[config.mk]
export PLATFORM = sky130hd
export DESIGN_NAME = xaui_tx_mapper
export DESIGN_NICKNAME = d
export VERILOG_FILES = /design/src/rtl/xaui_map_pkg.sv /design/src/rtl/xaui_idle_seq.sv /design/src/rtl/xaui_lane_map.sv /design/src/rtl/xaui_tx_mapper.sv
export SDC_FILE = /design/constraint.sdc
export NUM_CORES = 1
export LEC_CHECK = 0
export ABC_CLOCK_PERIOD_IN_PS = 3000
export BUFFER_PORTS_ARGS = -buffer_cell sky130_fd_sc_hd__buf_4
export CORE_ASPECT_RATIO = 1.2
export CORE_MARGIN = 4
export CORE_UTILIZATION = 48
export CTS_CLUSTER_DIAMETER = 120
export DETAILED_ROUTE_END_ITERATION = 10
export PLACE_DENSITY_LB_ADDON = 0.08
export SYNTH_ARGS = -nofsm -noshare
export SYNTH_HDL_FRONTEND = slang
export SYNTH_SLANG_ARGS = --single-unit
[constraint.sdc]
create_clock -name clk -period 3 [get_ports clk]
set_input_delay 0.3 -clock clk [delete_from_list [all_inputs] [get_ports clk]]
set_output_delay 0.3 -clock clk [all_outputs]
set_load 0.02 [all_outputs]
[src/rtl/xaui_map_pkg.sv]
// Package: shared code-group constants and the idle selection type for the
// XGMII to XAUI mapper. Assumes 8-bit pre-encoding byte values.
package xaui_map_pkg;

    localparam logic [7:0] CH_IDLE  = 8'h07;
    localparam logic [7:0] CG_R     = 8'h1C;
    localparam logic [7:0] CG_A     = 8'h7C;
    localparam logic [7:0] CG_K     = 8'hBC;
    localparam logic [7:0] CG_SEQ   = 8'h9C;
    localparam logic [7:0] CG_START = 8'hFB;
    localparam logic [7:0] CG_TERM  = 8'hFD;
    localparam logic [7:0] CG_ERR   = 8'hFE;

    typedef enum logic [1:0] {
        SEL_K = 2'd0,
        SEL_R = 2'd1,
        SEL_A = 2'd2
    } idle_sel_t;

    // Reserved control bytes that pass through unchanged
    function automatic logic is_reserved(input logic [7:0] c);
        return (c == 8'h1C) || (c == 8'h3C) || (c == 8'h7C) ||
               (c == 8'hBC) || (c == 8'hDC) || (c == 8'hF7);
    endfunction

    // Control bytes with a defined transmit meaning
    function automatic logic is_defined(input logic [7:0] c);
        return (c == CG_SEQ) || (c == CG_START) || (c == CG_TERM) || (c == CG_ERR);
    endfunction

endpackage

[src/rtl/xaui_idle_seq.sv]
// Module: idle sequencer. Holds the 7-bit pseudo-random state
// (x^7 + x^6 + 1) and the /A/ countdown, and reports which idle code
// group the current idle column must carry.
// Assumes: idle_col is high only for columns made entirely of idles;
// the state steps only on such columns.
module xaui_idle_seq
    import xaui_map_pkg::*;
#(
    parameter logic [6:0] SEED      = 7'h7F,
    parameter int         A_MIN     = 16,
    parameter int         SPAN_BITS = 4
) (
    input  logic      clk,
    input  logic      rst_n,
    input  logic      idle_col,
    output idle_sel_t idle_sel
);
    localparam int A_MAX = A_MIN + (1 << SPAN_BITS) - 1;
    localparam int CW    = $clog2(A_MAX + 1);
    localparam int GW    = CW + 1;

    logic [6:0]    prbs_q;
    logic [CW-1:0] cnt_q;
    logic [6:0]    prbs_nxt;

    // Next pseudo-random state for the x^7 + x^6 + 1 polynomial
    assign prbs_nxt = {prbs_q[5:0], prbs_q[6] ^ prbs_q[5]};

    // Pick the code group for this idle column from countdown and state
    always_comb begin
        if (cnt_q == '0)
            idle_sel = SEL_A;
        else if (prbs_q[0])
            idle_sel = SEL_K;
        else
            idle_sel = SEL_R;
    end

    // Step state and countdown on idle columns only
    always_ff @(posedge clk) begin
        if (!rst_n) begin
            prbs_q <= SEED;
            cnt_q  <= CW'(A_MIN);
        end else if (idle_col) begin
            prbs_q <= prbs_nxt;
            if (cnt_q == '0)
                cnt_q <= CW'(A_MIN) + CW'(prbs_q[SPAN_BITS-1:0]);
            else
                cnt_q <= cnt_q - 1'b1;
        end
    end

    // Checker: count non-/A/ idle columns since the last /A/ (or reset)
    logic [GW-1:0] gap_q;
    always_ff @(posedge clk) begin
        if (!rst_n)
            gap_q <= '0;
        else if (idle_col && idle_sel == SEL_A)
            gap_q <= '0;
        else if (idle_col && gap_q != '1)
            gap_q <= gap_q + 1'b1;
    end

    AST_A_GAP_MIN: assert property (@(posedge clk) disable iff (!rst_n)
        (idle_col && idle_sel == SEL_A) |-> (gap_q >= GW'(A_MIN)));
    AST_A_GAP_MAX: assert property (@(posedge clk) disable iff (!rst_n)
        gap_q <= GW'(A_MAX));
    AST_PRBS_LIVE: assert property (@(posedge clk) disable iff (!rst_n)
        prbs_q != 7'd0);
    AST_HOLD_ON_TRAFFIC: assert property (@(posedge clk) disable iff (!rst_n)
        !idle_col |=> ($stable(prbs_q) && $stable(cnt_q)));

endmodule

[src/rtl/xaui_lane_map.sv]
// Module: single-lane code mapper (combinational). Turns one XGMII byte and
// its control flag into a code-group byte and K flag.
// Assumes: idle_col and idle_sel describe the whole column this lane is in.
module xaui_lane_map
    import xaui_map_pkg::*;
(
    input  logic [7:0] txd,
    input  logic       txc,
    input  logic       idle_col,
    input  idle_sel_t  idle_sel,
    output logic [7:0] code,
    output logic       is_k
);
    // Resolve the lane's output byte from its control class
    always_comb begin
        is_k = txc;
        code = txd;
        if (txc) begin
            if (txd == CH_IDLE) begin
                if (idle_col) begin
                    unique case (idle_sel)
                        SEL_A:   code = CG_A;
                        SEL_R:   code = CG_R;
                        default: code = CG_K;
                    endcase
                end else begin
                    code = CG_K;
                end
            end else if (is_defined(txd) || is_reserved(txd)) begin
                code = txd;
            end else begin
                code = CG_ERR;
            end
        end
    end
endmodule

[src/rtl/xaui_tx_mapper.sv]
// Module: XGMII to XAUI transmit code-group mapper (top). Detects idle
// columns, runs the idle sequencer, maps each lane and registers the result.
// Assumes: one XGMII column per clock, lane 0 in the low byte.
module xaui_tx_mapper
    import xaui_map_pkg::*;
#(
    parameter int         LANES     = 4,
    parameter logic [6:0] SEED      = 7'h7F,
    parameter int         A_MIN     = 16,
    parameter int         SPAN_BITS = 4
) (
    input  logic               clk,
    input  logic               rst_n,
    input  logic [LANES*8-1:0] tx_data,
    input  logic [LANES-1:0]   tx_ctrl,
    output logic [LANES*8-1:0] pcs_code,
    output logic [LANES-1:0]   pcs_k
);
    localparam int DW = LANES * 8;

    logic [LANES-1:0] lane_idle;
    logic             idle_col;
    idle_sel_t        idle_sel;
    logic [DW-1:0]    code_d;
    logic [LANES-1:0] k_d;

    // Column is idle only when every lane carries the idle control byte
    assign idle_col = &lane_idle;

    xaui_idle_seq #(
        .SEED      (SEED),
        .A_MIN     (A_MIN),
        .SPAN_BITS (SPAN_BITS)
    ) u_idle_seq (
        .clk      (clk),
        .rst_n    (rst_n),
        .idle_col (idle_col),
        .idle_sel (idle_sel)
    );

    for (genvar i = 0; i < LANES; i++) begin : g_lane
        assign lane_idle[i] = tx_ctrl[i] && (tx_data[i*8 +: 8] == CH_IDLE);

        xaui_lane_map u_map (
            .txd      (tx_data[i*8 +: 8]),
            .txc      (tx_ctrl[i]),
            .idle_col (idle_col),
            .idle_sel (idle_sel),
            .code     (code_d[i*8 +: 8]),
            .is_k     (k_d[i])
        );
    end

    // Output register stage, one clock of latency
    always_ff @(posedge clk) begin
        if (!rst_n) begin
            pcs_code <= '0;
            pcs_k    <= '0;
        end else begin
            pcs_code <= code_d;
            pcs_k    <= k_d;
        end
    end

    // Checker: marks cycles whose outputs reflect a post-reset column
    logic run_q;
    always_ff @(posedge clk) begin
        if (!rst_n) run_q <= 1'b0;
        else        run_q <= 1'b1;
    end

    // Checker: all lanes carry the same byte as lane 0
    logic lanes_same;
    always_comb begin
        lanes_same = 1'b1;
        for (int j = 1; j < LANES; j++)
            if (pcs_code[j*8 +: 8] != pcs_code[7:0]) lanes_same = 1'b0;
    end

    for (genvar i = 0; i < LANES; i++) begin : g_chk
        AST_DATA_PASS: assert property (@(posedge clk) disable iff (!rst_n)
            (run_q && !$past(tx_ctrl[i])) |->
            (!pcs_k[i] && pcs_code[i*8 +: 8] == $past(tx_data[i*8 +: 8])));
    end

    AST_K_FOLLOWS_CTRL: assert property (@(posedge clk) disable iff (!rst_n)
        run_q |-> (pcs_k == $past(tx_ctrl)));
    AST_IDLE_UNIFORM: assert property (@(posedge clk) disable iff (!rst_n)
        (run_q && $past(idle_col)) |->
        (lanes_same && (&pcs_k) &&
         (pcs_code[7:0] == CG_A || pcs_code[7:0] == CG_K || pcs_code[7:0] == CG_R)));

endmodule

==> flow_summary_export.csv <==
group,metric,value,unit
clock_tree,hold_buffers,0,
min_path,hold_path_class,"input pin to flip-flop",
setup_path,reg2regPathDepth,7,
route,routedWlPerCell,13.8,um
clock_tree,clk_pin_slew,0.09,ns
sta,layout_min_cycle_time,2.46,ns
placed_design,numPortBuffers,73,
sta,min_period_over_period,82.2,%
route,wl_met3,304,um
status,status,"complete, no violations",
global_routing,antenna_found_initial,0,
route,drc_errors,0,
logic_synthesis,yosys_warnings,0,
route,drt-met1-wl,2010,um
logic_synthesis,avgSynthCellArea,9.08,sq um
die,fp-row-count,25,
layout,n_antenna_cell,0,
logic_synthesis,synth_area,0.00201,sq mm
logic_synthesis,yosysSeqAreaShare,47.9,%
min_path,hold_path_startpoint,"tx_data[20]",
clock_tree,clock_sinks,48,
clock_tree,cts-resized-gates,0,
die,pin_count,74,
setup_path,arrival,2.69,ns
die,start_util,50.1,%
sta,hold_viol_final,0,
route,num_vias,1898,
global_routing,grt_pass1_vias,1712,
die,fp.dieW,67.0,um
layout,syn_to_final_growth,34.7,%
route,drt_iter0_drc,131,
logic_synthesis,synth_edf_count,0,
layout,fin_nets,337,
logic_synthesis,async_flop_share,0,%
sta,setup_tns,0,ns
placed_design,dp_hpwl,3670,um
route,dr.pass1.iters,4,
setup_path,r2r_start,"u_idle_seq.cnt_q[0]",
sta,finalSetupViolations,0,
placed_design,gp_congestion,0.820,
global_routing,grt_pass1_wl,7730,um
die,die_area,0.00528,sq mm
pwr,ir_drop,0.299,mV
setup_path,cp.required,3.22,ns
placed_design,placed_cell_area,0.00262,sq mm
global_routing,grt_max_degree,38,
sta,rsz0062_at_grt,"no",
logic_synthesis,netlist_instances,221,
setup_path,rrSetupSlack,1.27,ns
flow_run,max-cap-violations,0,
min_path,holdPathEnd,"pcs_code[20]",
logic_synthesis,ys_ff_latch,48,
logic_synthesis,synth_ff_type,"dfxtp_1",
route,top_layer_used,"met4",
route,met2_length,2510,um
layout,fillCellCount,356,
layout,drive_gt1_share,31.5,%
sta,fmax,406,MHz
clock_tree,clk_latency,0.30,ns
clock_tree,h-tree-depth,2,
layout,stdcell_area,0.00270,sq mm
logic_synthesis,ys_types,40,
global_routing,grt_usage,18.8,%
pwr,p_leak,1.20,nW
sta,worst_slew_pin_slew,0.413,ns
setup_path,crit_type,"input pin to flip-flop",
route,wl,4860,um
clock_tree,numCtsBuffers,5,
setup_path,cp-end-kind,"flip-flop",
sta,relSlewSlack,72.5,%
setup_path,r2r_end,"pcs_code[13]",
clock_tree,cts_tree,"done",
sta,drv_slew,0,
route,viasPerCell,5.39,
sta,fin_skew,0.0111,ns
die,fp.coreArea,0.00400,sq mm
die,die_h,78.8,um
global_routing,grt-ovfl-total,0,
clock_tree,postCtsSetupBuffers,0,
route,ant_nets,0,
min_path,min_path_cells,2,
setup_path,critPathLaunchType,"input pin",
clock_tree,clockRootBuffer,"clkbuf_8",
pwr,power_density,469,mW/mm^2
clock_tree,clk_path_buf_depth,2,
logic_synthesis,syn-num-nets,261,
setup_path,critPathMaxFanout,13,
cell type report:
cell class	instances	area, sq um	area share, %
clock buffer	5	68.8	2.55
clock inverter	3	18.8	0.694
tap	54	67.6	2.50
multi-input combinational	159	991	36.6
sequential	48	961	35.5
timing repair buffer	76	571	21.1
inverter	7	26.3	0.972
how the worst max path moves through the flow:
stage           startpoint                  end  slack (ns)
2_1_floorplan  tx_data[27]  u_idle_seq.cnt_q[0]        0.56
3_3_place_gp   tx_data[27]         pcs_code[15]        0.26
3_5_place_dp   tx_data[27]         pcs_code[23]        0.22
4_1_cts        tx_data[27]         pcs_code[15]        0.54
5_1_grt        tx_data[27]         pcs_code[15]        0.40
6_report       tx_data[27]  u_idle_seq.cnt_q[0]        0.54
kinds of logic (layout without fill, tap and decap cells):
logic type	after synthesis	in the layout	share of synthesized area [%]
xor+xnor	5	5	2.18
fa+ha+maj	2	2	1.25
buf+inv	14	91	2.74
flops	48	48	47.9
compound gates	62	62	22.9
simple gates	90	90	23.0
Yosys cell counts (all sizes together) (2+ instances only):
master,count,area (sq um)
o21a,18,135
nand2,20,75.1
a211oi,2,15.0
nor2,25,93.8
and4b,3,30.0
nand4,4,25.0
nor4,2,12.5
inv,7,26.3
a31oi,3,18.8
o211ai,4,30.0
o221a,4,45.0
and2,6,37.5
o21ba,3,30.0
a311oi,2,17.5
o211a,4,40.0
and4,3,26.3
buf,2,10.0
or4,3,26.3
ha,2,25.0
a21oi,11,55.1
nor4b,2,17.5
clkbuf,5,18.8
nand3,16,80.1
o21ai,5,25.0
xnor2,4,35.0
dfxtp,48,961
metal layers:
| metal | vias up | GRT usage (%) |
|---|---|---|
| li1 | 957 | - |
| met1 | 888 | 22.5 |
| met2 | 49 | 31.7 |
| met3 | 4 | 5.37 |
| met4 | 0 | 6.49 |
| met5 | - | 0 |
worst max-delay path, stage by stage:
cell	delay (ns)
buf_4	0.13
or4_1	0.50
or4_1	0.61
or4_4	0.66
or3_1	0.33
a31oi_1	0.15
sequential cells by signal (all words and copies together), names as in the netlist:
name,count
u_idle_seq.prbs_q,7
pcs_code,32
u_idle_seq.cnt_q,5
pcs_k,4
cell usage in the layout, fill, tap and decap left out, types with 5 or more instances in the layout:
| cell type | synthesis | final |
|---|---|---|
| a21oi_1 | 11 | 11 |
| and2_1 | 6 | 6 |
| buf_4 | 0 | 76 |
| clkbuf_8 | 0 | 5 |
| dfxtp_1 | 48 | 48 |
| inv_1 | 7 | 7 |
| nand2_1 | 20 | 20 |
| nand3_1 | 16 | 16 |
| nor2_1 | 25 | 25 |
| o21a_1 | 18 | 18 |
| o21ai_0 | 5 | 5 |
where the power goes:
part / total [mW] / internal [mW] / switching [mW]
Combinational: 0.221 / 0.106 / 0.115
Sequential: 0.677 / 0.668 / 0.00892
Clock: 0.371 / 0.163 / 0.209
metrics by stage:
step                cells  power (mW)  util, %  setup WS (ns)  hold slack, ns
finish                352        1.27     67.5          0.535           0.213
global placement      344       0.912     65.3          0.259           0.454
detailed placement    344       0.914     65.3          0.225           0.463
CTS                   352        1.29     67.5          0.543           0.205
floorplan             221       0.795        -          0.562           0.410
global route          352        1.33     67.5          0.400           0.207
Note: power is estimated with default switching activity, not from simulation.
